## src/rtl/flash_gate_pkg.sv

```systemverilog
package flash_gate_pkg;
  typedef enum logic [2:0] {
    OP_READ   = 3'd0,
    OP_WRITE  = 3'd1,
    OP_SERASE = 3'd2,
    OP_RREAD  = 3'd3,
    OP_RWRITE = 3'd4,
    OP_CHIP   = 3'd5,
    OP_DEBUG  = 3'd6,
    OP_RSVD   = 3'd7
  } op_e;

  typedef struct packed {
    logic       grant;
    logic       viol;
    logic       rsp;
    logic [7:0] rdata;
    logic       wr_main;
    logic       wr_sec;
    logic       start_erase;
  } verdict_t;
endpackage

```

## src/rtl/flash_gate_regs.sv

```systemverilog
module flash_gate_regs #(
  parameter int N_MAIN = 8,
  parameter int N_SEC  = 4
) (
  input  logic              clk,
  input  logic              por_n,
  input  logic              wr_main,
  input  logic              wr_sec,
  input  logic [7:0]        wdata,
  input  logic              clr,
  output logic [N_MAIN-1:0] main_prot,
  output logic [N_SEC-1:0]  sec_prot,
  output logic              secured
);
  // Nonvolatile in concept: only power-on reset or the erase clear them.
  always_ff @(posedge clk or negedge por_n) begin
    if (!por_n) begin
      main_prot <= '0;
      sec_prot  <= '0;
      secured   <= 1'b0;
    end else if (clr) begin
      main_prot <= '0;
      sec_prot  <= '0;
      secured   <= 1'b0;
    end else begin
      if (wr_main) main_prot <= wdata[N_MAIN-1:0];
      if (wr_sec) begin
        sec_prot <= wdata[N_SEC-1:0];
        secured  <= wdata[7];
      end
    end
  end

  // security bit moves only on a permitted register write or the erase clear
  a_r6_sec_hold: assert property (@(posedge clk) disable iff (!por_n)
    (!wr_sec && !clr) |=> $stable(secured));
  // the erase clear leaves everything at zero
  a_r4_clear_zero: assert property (@(posedge clk) disable iff (!por_n)
    clr |=> (main_prot == '0 && sec_prot == '0 && !secured));
endmodule

```

## src/rtl/flash_gate_policy.sv

```systemverilog
module flash_gate_policy
  import flash_gate_pkg::*;
#(
  parameter int         N_MAIN   = 8,
  parameter int         N_SEC    = 4,
  parameter logic [7:0] MAIN_OFS = 8'hC0,
  parameter logic [7:0] SEC_OFS  = 8'hC2
) (
  input  logic              from_dbg,
  input  op_e               op,
  input  logic [7:0]        addr,
  input  logic              secured,
  input  logic [N_MAIN-1:0] main_prot,
  input  logic [N_SEC-1:0]  sec_prot,
  output verdict_t          v
);
  logic [7:0] main_pad, sec_pad;
  logic [2:0] idx;
  logic       in_sec, in_range, locked;

  always_comb begin
    main_pad = 8'(main_prot);
    sec_pad  = 8'(sec_prot);
    idx      = addr[2:0];
    in_sec   = addr[3];
    in_range = (addr[7:4] == 4'h0) &&
               (in_sec ? (int'(idx) < N_SEC) : (int'(idx) < N_MAIN));
    locked   = in_sec ? sec_pad[idx] : main_pad[idx];
  end

  always_comb begin
    v = '0;
    if (from_dbg && secured && op != OP_CHIP) begin
      v.viol = 1'b1;
    end else begin
      unique case (op)
        OP_READ:   begin v.grant = in_range; v.viol = !in_range; end
        OP_WRITE,
        OP_SERASE: begin
          v.grant = in_range && !locked;
          v.viol  = !(in_range && !locked);
        end
        OP_RREAD: begin
          v.rsp = 1'b1;
          if (addr == MAIN_OFS)     v.rdata = main_pad;
          else if (addr == SEC_OFS) v.rdata = {secured, 3'b000, sec_pad[3:0]};
          else                      v.rdata = 8'h00;
        end
        OP_RWRITE: begin
          v.wr_main = from_dbg && (addr == MAIN_OFS);
          v.wr_sec  = from_dbg && (addr == SEC_OFS);
        end
        OP_CHIP:   begin v.grant = from_dbg; v.start_erase = from_dbg; v.viol = !from_dbg; end
        OP_DEBUG:  begin v.grant = from_dbg; v.viol = !from_dbg; end
        default:   v.viol = 1'b1;
      endcase
    end
  end
endmodule

```

## src/rtl/flash_gate_eraser.sv

```systemverilog
module flash_gate_eraser #(
  parameter int CYCLES = 16
) (
  input  logic clk,
  input  logic por_n,
  input  logic start,
  output logic busy,
  output logic done
);
  localparam int CW = $clog2(CYCLES + 1);
  logic [CW-1:0] cnt;

  assign done = busy && (cnt == '0);

  always_ff @(posedge clk or negedge por_n) begin
    if (!por_n) begin
      busy <= 1'b0;
      cnt  <= '0;
    end else if (start) begin
      busy <= 1'b1;
      cnt  <= CW'(CYCLES - 1);
    end else if (busy) begin
      if (cnt == '0) busy <= 1'b0;
      else           cnt  <= cnt - 1'b1;
    end
  end

  // no new erase may be launched while one runs
  a_r4_no_restart: assert property (@(posedge clk) disable iff (!por_n)
    start |-> !busy);
endmodule

```

## src/rtl/flash_gate.sv

```systemverilog
module flash_gate
  import flash_gate_pkg::*;
#(
  parameter int         N_MAIN       = 8,
  parameter int         N_SEC        = 4,
  parameter int         ERASE_CYCLES = 16,
  parameter logic [7:0] MAIN_OFS     = 8'hC0,
  parameter logic [7:0] SEC_OFS      = 8'hC2
) (
  input  logic       clk,
  input  logic       por_n,
  input  logic       rst_n,
  input  logic       dbg_valid,
  output logic       dbg_ready,
  input  logic [2:0] dbg_op,
  input  logic [7:0] dbg_addr,
  input  logic [7:0] dbg_wdata,
  input  logic       cpu_valid,
  output logic       cpu_ready,
  input  logic [2:0] cpu_op,
  input  logic [7:0] cpu_addr,
  input  logic [7:0] cpu_wdata,
  output logic       gnt_valid,
  output logic       gnt_src,
  output logic [2:0] gnt_op,
  output logic [7:0] gnt_addr,
  output logic       viol,
  output logic       rsp_valid,
  output logic [7:0] rsp_data,
  output logic       busy,
  output logic       secured
);
  logic              sys_rst_n;
  logic              dbg_fire, cpu_fire, any_fire;
  op_e               sel_op;
  logic [7:0]        sel_addr, sel_wdata;
  logic [N_MAIN-1:0] main_prot;
  logic [N_SEC-1:0]  sec_prot;
  logic              erase_done;
  verdict_t          v;

  assign sys_rst_n = rst_n & por_n;

  // Debug side wins; everything stalls while the erase runs.
  assign dbg_ready = !busy;
  assign cpu_ready = !busy && !dbg_valid;
  assign dbg_fire  = dbg_valid && dbg_ready;
  assign cpu_fire  = cpu_valid && cpu_ready;
  assign any_fire  = dbg_fire || cpu_fire;

  // cpu_wdata enters the mux but no CPU write ever reaches the registers.
  always_comb begin
    sel_op    = op_e'(dbg_fire ? dbg_op : cpu_op);
    sel_addr  = dbg_fire ? dbg_addr : cpu_addr;
    sel_wdata = dbg_fire ? dbg_wdata : cpu_wdata;
  end

  flash_gate_policy #(
    .N_MAIN(N_MAIN), .N_SEC(N_SEC), .MAIN_OFS(MAIN_OFS), .SEC_OFS(SEC_OFS)
  ) policy_i (
    .from_dbg(dbg_fire), .op(sel_op), .addr(sel_addr), .secured(secured),
    .main_prot(main_prot), .sec_prot(sec_prot), .v(v)
  );

  flash_gate_regs #(.N_MAIN(N_MAIN), .N_SEC(N_SEC)) regs_i (
    .clk(clk), .por_n(por_n),
    .wr_main(any_fire && v.wr_main), .wr_sec(any_fire && v.wr_sec),
    .wdata(sel_wdata), .clr(erase_done),
    .main_prot(main_prot), .sec_prot(sec_prot), .secured(secured)
  );

  flash_gate_eraser #(.CYCLES(ERASE_CYCLES)) eraser_i (
    .clk(clk), .por_n(por_n), .start(any_fire && v.start_erase),
    .busy(busy), .done(erase_done)
  );

  always_ff @(posedge clk or negedge sys_rst_n) begin
    if (!sys_rst_n) begin
      gnt_valid <= 1'b0;
      gnt_src   <= 1'b0;
      gnt_op    <= 3'd0;
      gnt_addr  <= 8'h00;
      viol      <= 1'b0;
      rsp_valid <= 1'b0;
      rsp_data  <= 8'h00;
    end else begin
      gnt_valid <= any_fire && v.grant;
      viol      <= any_fire && v.viol;
      rsp_valid <= any_fire && v.rsp;
      if (any_fire) begin
        gnt_src  <= dbg_fire;
        gnt_op   <= sel_op;
        gnt_addr <= sel_addr;
        rsp_data <= v.rdata;
      end
    end
  end

  // a locked debug port gets only violations, except the whole-device erase
  a_r3_locked_debug: assert property (@(posedge clk) disable iff (!sys_rst_n)
    (dbg_fire && secured && dbg_op != 3'd5) |=> (viol && !gnt_valid && !rsp_valid));
  // nothing is accepted during the erase
  a_r4_stall: assert property (@(posedge clk) disable iff (!sys_rst_n)
    busy |-> (!dbg_ready && !cpu_ready));
  // the end of busy leaves a blank, unsecured device
  a_r4_blank_after: assert property (@(posedge clk) disable iff (!sys_rst_n)
    $fell(busy) |-> (!secured && main_prot == '0 && sec_prot == '0));
  // CPU reads of a valid sector always go through
  a_r5_cpu_read: assert property (@(posedge clk) disable iff (!sys_rst_n)
    (cpu_fire && cpu_op == 3'd0 && cpu_addr[7:4] == 4'h0 &&
     (!cpu_addr[3] || int'(cpu_addr[2:0]) < N_SEC)) |=> (gnt_valid && !gnt_src));
  // unused bits of the secondary register read as zero
  a_r2_unused_zero: assert property (@(posedge clk) disable iff (!sys_rst_n)
    (any_fire && sel_op == OP_RREAD && sel_addr == SEC_OFS) |=> (rsp_data[6:4] == 3'b000));
  // debug request blocks the CPU in the same cycle
  a_r8_priority: assert property (@(posedge clk) disable iff (!sys_rst_n)
    dbg_valid |-> !cpu_ready);
  // at most one kind of outcome per cycle
  a_r9_one_outcome: assert property (@(posedge clk) disable iff (!sys_rst_n)
    $onehot0({gnt_valid, viol, rsp_valid}));
endmodule

```

## config.mk

```make
export PLATFORM = sky130hd
export DESIGN_NAME = flash_gate
export DESIGN_NICKNAME = d
export VERILOG_FILES = /design/src/rtl/flash_gate_pkg.sv /design/src/rtl/flash_gate_regs.sv /design/src/rtl/flash_gate_policy.sv /design/src/rtl/flash_gate_eraser.sv /design/src/rtl/flash_gate.sv
export SDC_FILE = /design/constraint.sdc
export NUM_CORES = 1
export LEC_CHECK = 0
export BUFFER_PORTS_ARGS = -buffer_cell sky130_fd_sc_hd__buf_2
export CAP_MARGIN = 40
export CELL_PAD_IN_SITES_DETAIL_PLACEMENT = 0
export CELL_PAD_IN_SITES_GLOBAL_PLACEMENT = 2
export CORE_MARGIN = 2
export CORE_UTILIZATION = 35
export CTS_BUF_LIST = sky130_fd_sc_hd__clkbuf_8
export CTS_CLUSTER_DIAMETER = 50
export CTS_CLUSTER_SIZE = 28
export DETAILED_ROUTE_END_ITERATION = 12
export PLACE_DENSITY = 0.92
export SLEW_MARGIN = 20
export SYNTH_ARGS = -nofsm -noshare
export SYNTH_HDL_FRONTEND = slang
export SYNTH_HIERARCHICAL = 1
export SYNTH_SLANG_ARGS = --single-unit
export TNS_END_PERCENT = 5
```

## constraint.sdc

```tcl
create_clock -name clk -period 6.1 [get_ports clk]
set_input_delay 0.915 -clock clk [delete_from_list [all_inputs] [get_ports clk]]
set_output_delay 0.915 -clock clk [all_outputs]
set_load 0.005 [all_outputs]
```

==> impl_metrics.ini <==
[run_status]
outcome = finished clean

[timing]
rsz0062_at_grt = false
clock_skew_ns = 0.00360
layout_min_cycle_time_ns = 3.50
setup_slack_ns = 2.60
fin_crit_sh_pct = 57.4
fmax_mhz = 285
worst_pin_slew_ns = 0.591
setup_viol = 0
hold_slack_ns = 0.508
finalHoldViolations = 0
slew_viol_final = 0
relSlewSlack_pct = 60.6
tns_ns = 0

[layout]
final_cell_mix = buf_2, dfrtp_1, nor2_1, mux2_2, mux2i_1
drive_above_1_share_pct = 41.7
antenna_cells = 0
nNetsFinal = 331
area_delta_synth_final_pct = 20.1
final_common_cell = buf_2
nFillCells = 667
final_area_sq_um = 3030

[synthesis]
syn-mean-instance-area_sq_um = 11.5
ys_seq_area_share_pct = 41.6
netlist_instances = 220
synthXorXnorAreaFrac_pct = 0.347
yosys_warnings = 6
synthAdderAreaFrac_pct = 0.892
synth.distinct_cells = 48
synth-seq-cells = 42
netlist_area_sq_um = 2520
ys_async_sr_fraction_pct = 100
synth_compound_area_share_pct = 10.6
synth-simple-area-share_pct = 19.4
syn_nets = 264
synth_edf_count = 0
synth_top_family_by_area = multiplexers
synthMuxAreaShare_pct = 21.3
ys.flop_type = dfrtp_1

[clocking]
postCtsResizedCells = 0
clk_latency_ns = 0.29
clk_path_buf_depth = 2
hold_buffers = 0
cts_root_buf = clkbuf_8
cts_setup_buffers = 0
cts_sinks = 42
clk_pin_slew_worst_paths_ns = 0.08
cts_tree = yes
cts_buffers = 5
htree_levels = 2

[setup_path]
worstPathCellList = nand2b_1 -> buf_8 -> mux2_2 -> nand4bb_1 -> nor4b_2 -> and3_1 -> and2_1 -> mux2i_1 -> nor2_1
r2r_start = eraser_i/busy$_DFF_PN0_
slowest_delay_ns = 0.72
r2r_cells = 9
crit_end = regs_i/sec_prot[3]$_DFFE_PN0P_
cp_slowest_cell = dfrtp_1
crit_path_max_fanout = 20
worstSetupPathType = reg -> reg
r2r_slack_ns = 2.60
critPathArrivalTime_ns = 3.69
crit_start = eraser_i/busy$_DFF_PN0_
worstPathRequired_ns = 6.29
crit_path_start_kind = flop
rr_endpoint = regs_i/sec_prot[3]$_DFFE_PN0P_
endpoint_kind = flop

[drt]
wl_per_cell_microns = 15.3
drt_iter0_markers = 119
routed_via_density = 5.13
drt_pass1_iterations = 4
drt_wl_total_microns = 5860
vias = 1968
drtAntennaViolNets = 0
drcViolationCount = 0

[die]
dieWidth_microns = 88.9
rows = 30
dieArea_sq_um = 7910
start_util_pct = 36.7
fp.dieH_microns = 88.9
core-area_sq_um = 6870
io_pins = 70

[power]
leakage_nw = 1.41
combPwrFrac_pct = 35.8
switching_share_pct = 33.7
p_int_uw = 593
power_density_nw_per_um2 = 295
p_clk_share_pct = 21.1
power_frac_seq_pct = 43.0
power_switching_uw = 302
vdd.ir_drop.worst_uv = 169

[placement]
dp_slack_ns = 2.33
placed_area_sq_um = 2940
port_buffers = 69
gp_congestion = 0.846
dp_hpwl_microns = 4570

[global_route]
first_global_vias = 1877
grt_util_met2_pct = 24.3
grt_first_pass_wirelength_microns = 9440
top_usage_layer = met2
grt_overflow = 0
use_met1_pct = 21.6
gr-usage-met3_pct = 4.62
grt_start_max_net_pins = 21
grt_use_total_pct = 15.5
grt_antenna_before_repair = 0

[flow_run]
max_cap_violations = 0

[hold_path]
hp-class = reg -> reg
-- state kept, by name (all words and copies together), names as in the netlist, 3 cells and up --
signal	count
eraser_i/cnt	5
gnt_addr	8
gnt_op	3
regs_i/main_prot	8
regs_i/sec_prot	4
rsp_data	8
-- synthesized netlist by cell type (all sizes together) (3+ instances only) --
cell type  count  share of area (%)
a22oi          6                1.8
and2          10                2.5
buf           11                3.9
clkbuf         3               0.55
dfrtp         42                 42
inv            9                1.3
mux2          27                 12
mux2i         15                5.9
mux4           3                2.8
nand2b         4               0.99
nor2          25                3.7
nor2b          6                1.5
nor3           3               0.59
o221a         11                4.9
or2            3               0.74
or4b          12                4.9
-- per-layer routing --
layer	up-vias	share of wire, %
met5	-	0
met4	0	0.63
met3	5	5.5
met2	55	46
met1	958	48
li1	950	-
-- final cells by class --
| class | instances | area (sq um) | share of cell area, % |
|---|---|---|---|
| Multi-Input combinational cell | 155 | 1330 | 43.7 |
| Sequential cell | 42 | 1050 | 34.7 |
| Timing Repair Buffer | 74 | 405 | 13.4 |
| Tap cell | 96 | 120 | 3.96 |
| Clock buffer | 6 | 82.6 | 2.72 |
| Inverter | 9 | 33.8 | 1.11 |
| Clock inverter | 2 | 12.5 | 0.413 |
-- logic make-up (layout without fill, tap and decap cells) --
group,count (synthesis),count (layout)
XOR/XNOR,1,1
buffers and inverters,23,91
adder cells (fa/ha/maj),2,2
AO/OA/AOI/OAI,30,30
flip-flops,42,42
AND/OR/NAND/NOR,77,77
multiplexers,45,45
-- worst min-delay path by stage --
stage                                      end  slack, ns  depth (start not counted)                       startpoint
4_1_cts                rsp_data[0]$_DFFE_PN0P_       0.52                          1          rsp_data[0]$_DFFE_PN0P_
6_report               rsp_data[0]$_DFFE_PN0P_       0.51                          1          rsp_data[0]$_DFFE_PN0P_
2_1_floorplan  regs_i/main_prot[5]$_DFFE_PN0P_       0.49                          2  regs_i/main_prot[5]$_DFFE_PN0P_
3_5_place_dp           rsp_data[4]$_DFFE_PN0P_       0.50                          1          rsp_data[4]$_DFFE_PN0P_
3_3_place_gp           rsp_data[7]$_DFFE_PN0P_       0.49                          1          rsp_data[7]$_DFFE_PN0P_
5_1_grt                rsp_data[7]$_DFFE_PN0P_       0.53                          1          rsp_data[7]$_DFFE_PN0P_
-- power groups by stage --
stage	sequential [mW]	combinational [mW]	clock (mW)
after detailed placement	0.389	0.325	0
after CTS	0.384	0.325	0.197
after floorplan	0.380	0.232	0
after global placement	0.388	0.309	0
after global routing	0.393	0.356	0.209
final	0.385	0.321	0.189
-- worst max-delay path: cells and delay by family, from the launching register on --
kind,cells,cell delay [ns]
multiplexers,2,0.62
AND/OR/NAND/NOR,6,1.82
flip-flops,1,0.72
buffers and inverters,1,0.22
-- per-stage QoR --
stage	util (%)	total power, mW	cells
finish	44.1	0.894	384
CTS	44.1	0.906	384
detailed placement	42.8	0.713	376
global placement	42.1	0.697	373
global route	44.1	0.958	384
floorplan	-	0.612	220
(Power assumes the default switching activity.)
